==> src/rtl/uart_fifo_pkg.sv <==
package uart_fifo_pkg;
  localparam int REG_AW = 3;
  localparam int WR_W   = 14;
  localparam int RD_W   = 32;
  localparam int FLD_W  = 6;

  localparam logic [REG_AW-1:0] ADDR_TXCTL = 3'd0;
  localparam logic [REG_AW-1:0] ADDR_RXCTL = 3'd1;
  localparam logic [REG_AW-1:0] ADDR_STAT  = 3'd2;
  localparam logic [REG_AW-1:0] ADDR_TXBUF = 3'd3;
  localparam logic [REG_AW-1:0] ADDR_RXBUF = 3'd4;

  // strobes from control to datapath
  typedef struct packed {
    logic txPush;
    logic txPop;
    logic txFlush;
    logic rxPush;
    logic rxPop;
    logic rxFlush;
  } fifoStrobe_t;
endpackage

==> src/rtl/uart_byte_fifo.sv <==
module uart_byte_fifo #(
  parameter int DEPTH = 16,
  parameter int DW    = 8,
  localparam int AW   = (DEPTH > 1) ? $clog2(DEPTH) : 1,
  localparam int CW   = $clog2(DEPTH + 1)
) (
  input  logic          clk,
  input  logic          rstN,
  input  logic          push,
  input  logic          pop,
  input  logic          flush,
  input  logic [DW-1:0] wrByte,
  output logic [DW-1:0] headByte,
  output logic [CW-1:0] count
);
  logic [DW-1:0] mem [DEPTH];
  logic [AW-1:0] wrPtr, rdPtr;

  function automatic logic [AW-1:0] nextPtr(input logic [AW-1:0] p);
    return (p == AW'(DEPTH - 1)) ? '0 : p + AW'(1);
  endfunction

  always_ff @(posedge clk) begin
    if (push && !flush) mem[wrPtr] <= wrByte;
  end

  always_ff @(posedge clk) begin
    if (!rstN || flush) begin
      wrPtr <= '0;
      rdPtr <= '0;
      count <= '0;
    end else begin
      if (push) wrPtr <= nextPtr(wrPtr);
      if (pop)  rdPtr <= nextPtr(rdPtr);
      case ({push, pop})
        2'b10:   count <= count + CW'(1);
        2'b01:   count <= count - CW'(1);
        default: count <= count;
      endcase
    end
  end

  assign headByte = mem[rdPtr];
endmodule

==> src/rtl/uart_fifo_dp.sv <==
module uart_fifo_dp import uart_fifo_pkg::*; #(
  parameter int DEPTH = 16,
  parameter int DW    = 8,
  localparam int CW   = $clog2(DEPTH + 1)
) (
  input  logic          clk,
  input  logic          rstN,
  input  fifoStrobe_t   strobe,
  input  logic [DW-1:0] txWrByte,
  input  logic [DW-1:0] rxWrByte,
  output logic [DW-1:0] txHead,
  output logic [DW-1:0] rxHead,
  output logic [CW-1:0] txCount,
  output logic [CW-1:0] rxCount
);
  uart_byte_fifo #(.DEPTH(DEPTH), .DW(DW)) u_txq (
    .clk(clk), .rstN(rstN),
    .push(strobe.txPush), .pop(strobe.txPop), .flush(strobe.txFlush),
    .wrByte(txWrByte), .headByte(txHead), .count(txCount)
  );

  uart_byte_fifo #(.DEPTH(DEPTH), .DW(DW)) u_rxq (
    .clk(clk), .rstN(rstN),
    .push(strobe.rxPush), .pop(strobe.rxPop), .flush(strobe.rxFlush),
    .wrByte(rxWrByte), .headByte(rxHead), .count(rxCount)
  );
endmodule

==> src/rtl/uart_fifo_ctrl.sv <==
module uart_fifo_ctrl import uart_fifo_pkg::*; #(
  parameter int DEPTH = 16,
  parameter int DW    = 8,
  localparam int CW   = $clog2(DEPTH + 1)
) (
  input  logic              clk,
  input  logic              rstN,
  input  logic              wrEn,
  input  logic              rdEn,
  input  logic [REG_AW-1:0] addr,
  input  logic [WR_W-1:0]   wrData,
  input  logic              rxPushValid,
  input  logic              txPopReady,
  input  logic [CW-1:0]     txCount,
  input  logic [CW-1:0]     rxCount,
  input  logic [DW-1:0]     rxHead,
  output fifoStrobe_t       strobe,
  output logic [RD_W-1:0]   rdData,
  output logic              txPopValid,
  output logic              rxReq,
  output logic              txReq,
  output logic              rxOverrun,
  output logic              txEn,
  output logic              rxEn
);
  logic [FLD_W-1:0] txLvl, rxLvl;
  logic [CW-1:0]    txFree;
  logic wrTxCtl, wrRxCtl, wrTxBuf, rdRxBuf;
  logic txFull, rxFull, txEmpty, rxEmpty;

  assign wrTxCtl = wrEn && (addr == ADDR_TXCTL);
  assign wrRxCtl = wrEn && (addr == ADDR_RXCTL);
  assign wrTxBuf = wrEn && (addr == ADDR_TXBUF);
  assign rdRxBuf = rdEn && (addr == ADDR_RXBUF);

  assign txFull  = (txCount == CW'(DEPTH));
  assign rxFull  = (rxCount == CW'(DEPTH));
  assign txEmpty = (txCount == '0);
  assign rxEmpty = (rxCount == '0);
  assign txFree  = CW'(DEPTH) - txCount;

  assign txPopValid = txEn && !txEmpty;

  always_comb begin
    strobe         = '0;
    strobe.txFlush = wrTxCtl && wrData[1];
    strobe.rxFlush = wrRxCtl && wrData[1];
    strobe.txPush  = wrTxBuf && txEn && !txFull;
    strobe.txPop   = txPopValid && txPopReady;
    strobe.rxPush  = rxPushValid && rxEn && !rxFull && !strobe.rxFlush;
    strobe.rxPop   = rdRxBuf && !rxEmpty;
  end

  always_ff @(posedge clk) begin
    if (!rstN) begin
      txEn      <= 1'b0;
      rxEn      <= 1'b0;
      txLvl     <= '0;
      rxLvl     <= '0;
      rxOverrun <= 1'b0;
    end else begin
      if (wrTxCtl) begin
        txEn  <= wrData[0];
        txLvl <= wrData[13:8];
      end
      if (wrRxCtl) begin
        rxEn  <= wrData[0];
        rxLvl <= wrData[13:8];
      end
      if (strobe.rxFlush)
        rxOverrun <= 1'b0;
      else if (rxPushValid && rxEn && rxFull)
        rxOverrun <= 1'b1;
    end
  end

  assign rxReq = rxEn && (int'(rxCount) >= int'(rxLvl));
  assign txReq = txEn && (int'(txCount) <= int'(txLvl));

  always_comb begin
    rdData = '0;
    case (addr)
      ADDR_TXCTL: begin
        rdData[0]    = txEn;
        rdData[13:8] = txLvl;
      end
      ADDR_RXCTL: begin
        rdData[0]    = rxEn;
        rdData[13:8] = rxLvl;
      end
      ADDR_STAT: begin
        rdData[5:0]   = FLD_W'(rxCount);
        rdData[13:8]  = FLD_W'(txCount);
        rdData[29:24] = FLD_W'(txFree);
      end
      ADDR_RXBUF: begin
        if (!rxEmpty) rdData[DW-1:0] = rxHead;
      end
      default: rdData = '0;
    endcase
  end
endmodule

==> src/rtl/uart_fifo_regs.sv <==
module uart_fifo_regs import uart_fifo_pkg::*; #(
  parameter int DEPTH = 16,
  parameter int DW    = 8
) (
  input  logic              clk,
  input  logic              rstN,
  input  logic              wrEn,
  input  logic              rdEn,
  input  logic [REG_AW-1:0] addr,
  input  logic [WR_W-1:0]   wrData,
  output logic [RD_W-1:0]   rdData,
  input  logic              rxPushValid,
  input  logic [DW-1:0]     rxPushData,
  input  logic              txPopReady,
  output logic              txPopValid,
  output logic [DW-1:0]     txPopData,
  output logic              rxReq,
  output logic              txReq,
  output logic              rxOverrun
);
  localparam int CW = $clog2(DEPTH + 1);

  fifoStrobe_t   strobe;
  logic [CW-1:0] txCount, rxCount;
  logic [DW-1:0] rxHead;
  logic          txEn, rxEn;

  uart_fifo_ctrl #(.DEPTH(DEPTH), .DW(DW)) u_ctrl (
    .clk(clk), .rstN(rstN), .wrEn(wrEn), .rdEn(rdEn), .addr(addr),
    .wrData(wrData), .rxPushValid(rxPushValid), .txPopReady(txPopReady),
    .txCount(txCount), .rxCount(rxCount), .rxHead(rxHead),
    .strobe(strobe), .rdData(rdData), .txPopValid(txPopValid),
    .rxReq(rxReq), .txReq(txReq), .rxOverrun(rxOverrun),
    .txEn(txEn), .rxEn(rxEn)
  );

  uart_fifo_dp #(.DEPTH(DEPTH), .DW(DW)) u_dp (
    .clk(clk), .rstN(rstN), .strobe(strobe),
    .txWrByte(wrData[DW-1:0]), .rxWrByte(rxPushData),
    .txHead(txPopData), .rxHead(rxHead),
    .txCount(txCount), .rxCount(rxCount)
  );
endmodule

==> config.mk <==
export PLATFORM = sky130hd
export DESIGN_NAME = uart_fifo_regs
export DESIGN_NICKNAME = d
export VERILOG_FILES = /design/src/rtl/uart_fifo_pkg.sv /design/src/rtl/uart_byte_fifo.sv /design/src/rtl/uart_fifo_dp.sv /design/src/rtl/uart_fifo_ctrl.sv /design/src/rtl/uart_fifo_regs.sv
export SDC_FILE = /design/constraint.sdc
export NUM_CORES = 1
export LEC_CHECK = 0
export ABC_AREA = 1
export BUFFER_PORTS_ARGS = -buffer_cell sky130_fd_sc_hd__buf_2
export CAP_MARGIN = 15
export CORE_UTILIZATION = 66
export CTS_BUF_LIST = sky130_fd_sc_hd__clkbuf_8 sky130_fd_sc_hd__clkbuf_16
export CTS_CLUSTER_SIZE = 24
export DETAILED_ROUTE_END_ITERATION = 12
export GPL_ROUTABILITY_DRIVEN = 0
export PLACE_DENSITY = 0.85
export SLEW_MARGIN = 40
export SYNTH_ARGS = -nofsm -noshare
export SYNTH_HDL_FRONTEND = slang
export SYNTH_SLANG_ARGS = --single-unit
export TNS_END_PERCENT = 20
==> constraint.sdc <==
create_clock -name clk -period 4.7 [get_ports clk]
set_input_delay 0.94 -clock clk [delete_from_list [all_inputs] [get_ports clk]]
set_output_delay 0.94 -clock clk [all_outputs]
set_load 0.05 [all_outputs]
Word-level counts from Yosys, hierarchy flattened. Memories as Yosys holds them, arrays and structs flattened. A register that Yosys moved wholly into a read port is not among the register bits. Cells that the tools add are included.

Register bits: 41. Bits in latches: 0. Bits in writable memories: 256. ROM bits: 0. Word-level logic and storage cells: 93. Memories kept: 2.

Add/sub/neg operators: 9. Multipliers: 0. Div/mod/pow operators: 0. Magnitude comparators: 2. Equality and inequality tests: 14. Shifts and indexed selects: 0. Muxes and demuxes: 20. Bitwise gates (word level): 1. Reduce and logical (&&, ||, !) cells: 34.

Memory list: u_dp.u_rxq.mem (depth 16, bits a word 8, read ports 1, clocked after Yosys merged registers in 1, write ports 1, RTL line uart_byte_fifo.sv:16) `logic [DW-1:0] mem [DEPTH];`; u_dp.u_txq.mem (depth 16, bits a word 8, read ports 1, clocked after Yosys merged registers in 1, write ports 1, RTL line uart_byte_fifo.sv:16).

Operators by type and width (number): $mux 4 (8); $pmux 5 s2 (3); $logic_and 1x1->1 (19); $pmux 6 s3 (1); $add 4x1->4 const B (4); $eq 4x4->1 const B (4); $add 5x1->5 const B (2); $eq 5x5->1 const B (2); $logic_not 5->1 (2); $sub 5x1->5 const B (2); $mux 8 (1); $logic_not 1->1 (7); $eq 3x2->1 const B (2); $ge 5x6->1 (1); $le 5x6->1 (1); $mux 5 (1); $sub 5x5->5 const A (1); $eq 2x1->1 const B (2); $eq 2x2->1 const B (2); $mux 1 (4); $pmux 1 s4 (1); $reduce_bool 2->1 (2); $eq 3x1->1 const B (1); $eq 3x3->1 const B (1); other kinds (5) (6).

Logic depth before layout (Yosys ltp).
Word-level depth: 8. Depth in mapped cells: 18. Gate-level depth less buffers: 18.

Cells and area by module. Synthesis repeated with hierarchy kept, for this count alone.

Cells, all modules: 1294. Area, all modules: 13842.0 µm².

Modules (own cells, without submodules): uart_byte_fifo (u_dp.u_txq) (times used 1, cells each 538, area an instance 6165.9 µm², seq. area each 4184.0 µm²); uart_byte_fifo (u_dp.u_rxq) (times used 1, cells each 536, area an instance 6159.7 µm², seq. area each 4184.0 µm²); uart_fifo_ctrl (times used 1, cells each 220, area an instance 1516.5 µm², seq. area each 300.3 µm²).

Worst setup path after synthesis. No wires, ideal clock.

Path type: input -> output. From: input addr[0]. To: output rdData[3]. Data arrival time: 2432 ps. Data required time: 3760 ps. Setup slack: 1328 ps. Stages: 4. Buffers on the path: 1. Path through: inv_1 -> nand3_1 -> clkbuf_1 -> o21ai_0.

Longest elaborated chain between the ends: 2. Elaborated cells between the ends (all ways): 3. Those cells by class: eq/ne: 2; mux: 1.

Ends and longest elaborated chain: start: declaration (RTL line uart_fifo_regs.sv:9) `input logic [REG_AW-1:0] addr,`; $eq 3x3->1 or $eq 3x2->1 (tied branches) (RTL line uart_fifo_ctrl.sv:82) `case (addr)`; $pmux 5 s2 * (RTL line uart_fifo_ctrl.sv:82); end: declaration (RTL line uart_fifo_regs.sv:11) `output logic [RD_W-1:0] rdData,`.

Mark *: on every way between the ends. The rest lies on a longest branch, timed or not.

==> results.rst <==
.. list-table::
   :header-rows: 1

   * - Metric
     - Value
   * - Post-CTS Hold Buffers
     - 0
   * - Critical path buffer and inverter count
     - 3
   * - Worst-skew pair later-pin latency
     - 0.55 ns
   * - Tcrit/Tclk final
     - 78.7%
   * - Sink of the worst hold path
     - u_ctrl.rxLvl[1]
   * - Clock transition at the registers of the reported paths
     - 0.06 ns
   * - Max-Cap Viols
     - 0
   * - Fin Clk Skew
     - 0.0158 ns
   * - Max IR drop VDD
     - 0.361 mV
   * - TritonCTS Buffers
     - 29
   * - Highest attainable clock frequency
     - 0.270 GHz
   * - Final net count
     - 1381
   * - Met2 capacity usage during global routing
     - 49.4%
   * - Overall routing resource usage
     - 28.3%
   * - Unrepaired setup endpoints after global routing
     - false
   * - Placed cell count
     - 1552
   * - Leak
     - 0.00556 uW
   * - Crit path launch type
     - flip-flop
   * - Post-Synth Simple-Gate Area
     - 15.8%
   * - GR Layer Usage met3
     - 3.62%
   * - Post-CTS Setup Bufs
     - 0
   * - CP delay by family, top
     - buffers and inverters
   * - Number of synthesized register bits
     - 305
   * - Largest net degree at the start of global routing
     - 71
   * - Portion of netlist area occupied by mux cells
     - 0%
   * - Crit Reg-Reg Startpoint
     - u_dp.u_txq.count[1]
   * - Post-Synth Adder-Cell Area
     - 3.02%
   * - Post-DP HPWL
     - 18400 um
   * - Number of H-tree levels
     - 1
   * - Die Y
     - 145 um
   * - WP data arrival
     - 2.76 ns
   * - Non-filler cells in the finished layout
     - 1606
   * - Via density per instance
     - 5.89
   * - Top-area cell type share of the netlist area
     - 57.0%
   * - TritonRoute pass-1 iters
     - 5
   * - Max Transition Viols Final
     - 0
   * - Antenna Nets Post-Route
     - 0
   * - Most common library cell in the layout ignoring fill and taps
     - sky130_fd_sc_hd__edfxtp_1
   * - Cell type with the highest aggregate area in the netlist
     - sky130_fd_sc_hd__edfxtp_1
   * - Main combinational cell family by area after synthesis
     - simple AND/OR/NAND/NOR gates
   * - Critical path, cell by cell
     - buf_4, inv_2, nor2_1, o21ai_0, nand3_1, nand3_1, nand2_1, nand2_1, nand2_1, buf_2
   * - Largest driver fanout on the critical path
     - 38
   * - Summed instance area of the synthesized netlist
     - 13500 um2
   * - Worst min-delay path startpoint
     - u_ctrl.rxLvl[1]
   * - Relative slew margins
     - 39.2%
   * - Global route hottest layer
     - met2
   * - Number of cells on the worst hold path
     - 2
   * - Final Routed Wirelength
     - 29800 um
   * - Met1 usage
     - 36.9%
   * - CP most frequent cell
     - sky130_fd_sc_hd__nand2_1
   * - Crit end category
     - output port
   * - Synth Warn #
     - 0
   * - Aggregate negative setup slack
     - 0 ns
   * - Proportion of synthesized flip-flops having asynchronous set or reset
     - 0%
   * - Number of cells on the worst reg-to-reg path
     - 18
   * - # port buffers
     - 61
   * - Number of cells upsized or downsized after cts
     - 0
   * - Starting DRC count in detailed routing
     - 885
   * - Final setup fails
     - 0
   * - Post-route DRC
     - 0
   * - ANT cells
     - 0
   * - Fraction of final layout cells with drive strength greater than 1
     - 11.1%
   * - Placement Rows
     - 51
   * - Top-Level Pins
     - 75
   * - First-pass GRT wire length
     - 46600 um
   * - Worst Path Class, Setup
     - reg -> out
   * - Worst slack on hold paths
     - 0.489 ns
   * - Instance count of the mapped netlist
     - 1274
   * - Post-synth EDFFs
     - 256
   * - Cell types occupying the most area after synthesis
     - sky130_fd_sc_hd__edfxtp_1 57%, sky130_fd_sc_hd__dfxtp_1 7.3%, sky130_fd_sc_hd__nand2_1 6.1%
   * - Part of the Yosys area used for sequential elements
     - 64.2%
   * - Crit path time final
     - 3.70 ns
   * - Via count
     - 9455
   * - Die Outline Area
     - 21000 um2
   * - Critical-path top delay cell
     - sky130_fd_sc_hd__inv_2
   * - Compound-gate portion of the synthesized area
     - 8.77%
   * - Most used cells in the layout excluding fill and tap cells
     - 256 x sky130_fd_sc_hd__edfxtp_1, 219 x sky130_fd_sc_hd__nand2_1, 155 x sky130_fd_sc_hd__inv_1
   * - Initial Util
     - 68.2%
   * - Worst path required time
     - 3.76 ns
   * - Number of hold violations in the final report
     - 0
   * - Capture point of the worst reg-to-reg path
     - u_dp.u_txq.count[4]
   * - Via count of the first global-routing pass
     - 9090
   * - Root buf cell
     - sky130_fd_sc_hd__clkbuf_16
   * - Area of the placeable core
     - 19800 um2
   * - Initial antenna violation count
     - 0
   * - Cell area power density
     - 368 nW/um2
   * - Clock tree from TritonCTS
     - yes
   * - Leading register cell type out of synthesis
     - sky130_fd_sc_hd__edfxtp_1
   * - Floorplan die width
     - 145 um
   * - CP peak stage delay
     - 0.39 ns
   * - Setup slack of the most critical reg-to-reg path
     - 1.60 ns
   * - Path category of the worst min-delay check
     - reg -> reg
   * - Post-Synth XOR/XNOR Area
     - 0.779%
   * - GR Overflow Total
     - 0
   * - Number of clock sinks
     - 305
   * - Distinct cell type count after synthesis
     - 42
   * - Signed area change from the synthesized netlist to the final layout
     - 10.3%
   * - Transition time at the pin with the least slew margin
     - 0.909 ns
   * - Run status
     - finished clean
   * - Mean Syn Cell Area
     - 10.6 um2
   * - Routed wirelength normalized by instance count
     - 18.5 um
   * - Maximum count of clock buffers along a single path
     - 3
synthesized netlist by cell type (3+ instances only):
library cell and count:
sky130_fd_sc_hd__nand4_1 6, sky130_fd_sc_hd__clkbuf_1 14, sky130_fd_sc_hd__nand2_2 7, sky130_fd_sc_hd__o21ai_0 69, sky130_fd_sc_hd__nand2_1 219, sky130_fd_sc_hd__a21oi_1 73
sky130_fd_sc_hd__o21ai_1 9, sky130_fd_sc_hd__buf_6 6, sky130_fd_sc_hd__nor3_1 3, sky130_fd_sc_hd__buf_2 27, sky130_fd_sc_hd__xnor2_1 3, sky130_fd_sc_hd__dfxtp_1 49
sky130_fd_sc_hd__buf_1 4, sky130_fd_sc_hd__ha_1 31, sky130_fd_sc_hd__nor2_1 104, sky130_fd_sc_hd__xor2_1 9, sky130_fd_sc_hd__nand3_1 141, sky130_fd_sc_hd__edfxtp_1 256
sky130_fd_sc_hd__buf_4 17, sky130_fd_sc_hd__o221ai_1 4, sky130_fd_sc_hd__inv_1 151, sky130_fd_sc_hd__o211ai_1 41, sky130_fd_sc_hd__inv_2 7
where the power goes:
part	internal, uW	leakage (uW)	switching [uW]	total (uW)
clock	1380	0.000504	1000	2390
sequential	2930	0.00270	4.79	2940
combinational	32.2	0.00235	123	155
metal layers:
layer / vias up / routed length, um
met5: - / 0
met4: 0 / 718
met3: 72 / 2590
met2: 489 / 15000
met1: 4473 / 11500
li1: 4421 / -
kinds of logic after synthesis:
| group | Yosys count |
|---|---|
| flip-flops | 305 |
| AND/OR/NAND/NOR | 491 |
| other | 1 |
| AO/OA/AOI/OAI | 206 |
| buffers and inverters | 227 |
| adder cells (fa/ha/maj) | 32 |
| XOR/XNOR | 12 |
worst max path at each step:
stage / from / end / slack [ns] / cells after the start
6_report: flip-flop / rdData[0] / 1.00 / 10
5_1_grt: flip-flop / rdData[0] / 0.89 / 10
4_1_cts: flip-flop / rdData[0] / 1.05 / 9
3_5_place_dp: addr[0] / rdData[3] / 1.51 / 7
3_3_place_gp: addr[0] / rdData[3] / 1.56 / 7
2_1_floorplan: addr[0] / rdData[3] / 1.33 / 4
per-stage QoR:
stage	util, %	power [uW]	cell area [um2]	setup slack (ns)
final	75.2	5480	14900	1.00
after global routing	75.2	5600	14900	0.886
after CTS	75.1	5480	14900	1.05
after detailed placement	70.1	3150	13900	1.51
after global placement	69.9	3140	13800	1.56
after floorplan	-	3090	13500	1.33
sequential cells by signal, indices dropped and copies added (netlist names), named ones only:
register          count
u_dp.u_rxq.count      5
u_dp.u_rxq.mem      128
u_ctrl.txEn           1
u_ctrl.txLvl          6
u_ctrl.rxOverrun      1
u_ctrl.rxLvl          6
u_dp.u_txq.mem      128
u_dp.u_txq.rdPtr      4
u_dp.u_rxq.wrPtr      4
u_ctrl.rxEn           1
u_dp.u_rxq.rdPtr      4
u_dp.u_txq.count      5
u_dp.u_txq.wrPtr      4
worst reg2reg max path, stage by stage (launching register included):
cell and delay [ns]:
sky130_fd_sc_hd__dfxtp_1 0.43, sky130_fd_sc_hd__inv_1 0.15, sky130_fd_sc_hd__ha_1 0.24, sky130_fd_sc_hd__nand2_1 0.07, sky130_fd_sc_hd__nor2_1 0.05, sky130_fd_sc_hd__ha_1 0.19
sky130_fd_sc_hd__nor2_1 0.18, sky130_fd_sc_hd__nand2_1 0.18, sky130_fd_sc_hd__inv_1 0.16, sky130_fd_sc_hd__ha_1 0.28, sky130_fd_sc_hd__inv_1 0.08, sky130_fd_sc_hd__fa_1 0.40
sky130_fd_sc_hd__o21ai_0 0.20, sky130_fd_sc_hd__nand2_1 0.09, sky130_fd_sc_hd__nand2_1 0.06, sky130_fd_sc_hd__nand2_1 0.05, sky130_fd_sc_hd__nand2_1 0.06, sky130_fd_sc_hd__nand2_1 0.04
sky130_fd_sc_hd__a21oi_1 0.10
area by class of cell:
cell class	count	area (um2)
Fill cell	1211	4900
Timing Repair Buffer	69	390
Clock inverter	19	151
Inverter	159	602
Multi-Input combinational cell	754	3880
Clock buffer	35	842
Tap cell	265	332
Sequential cell	305	8680
(Power assumes the default switching activity.)
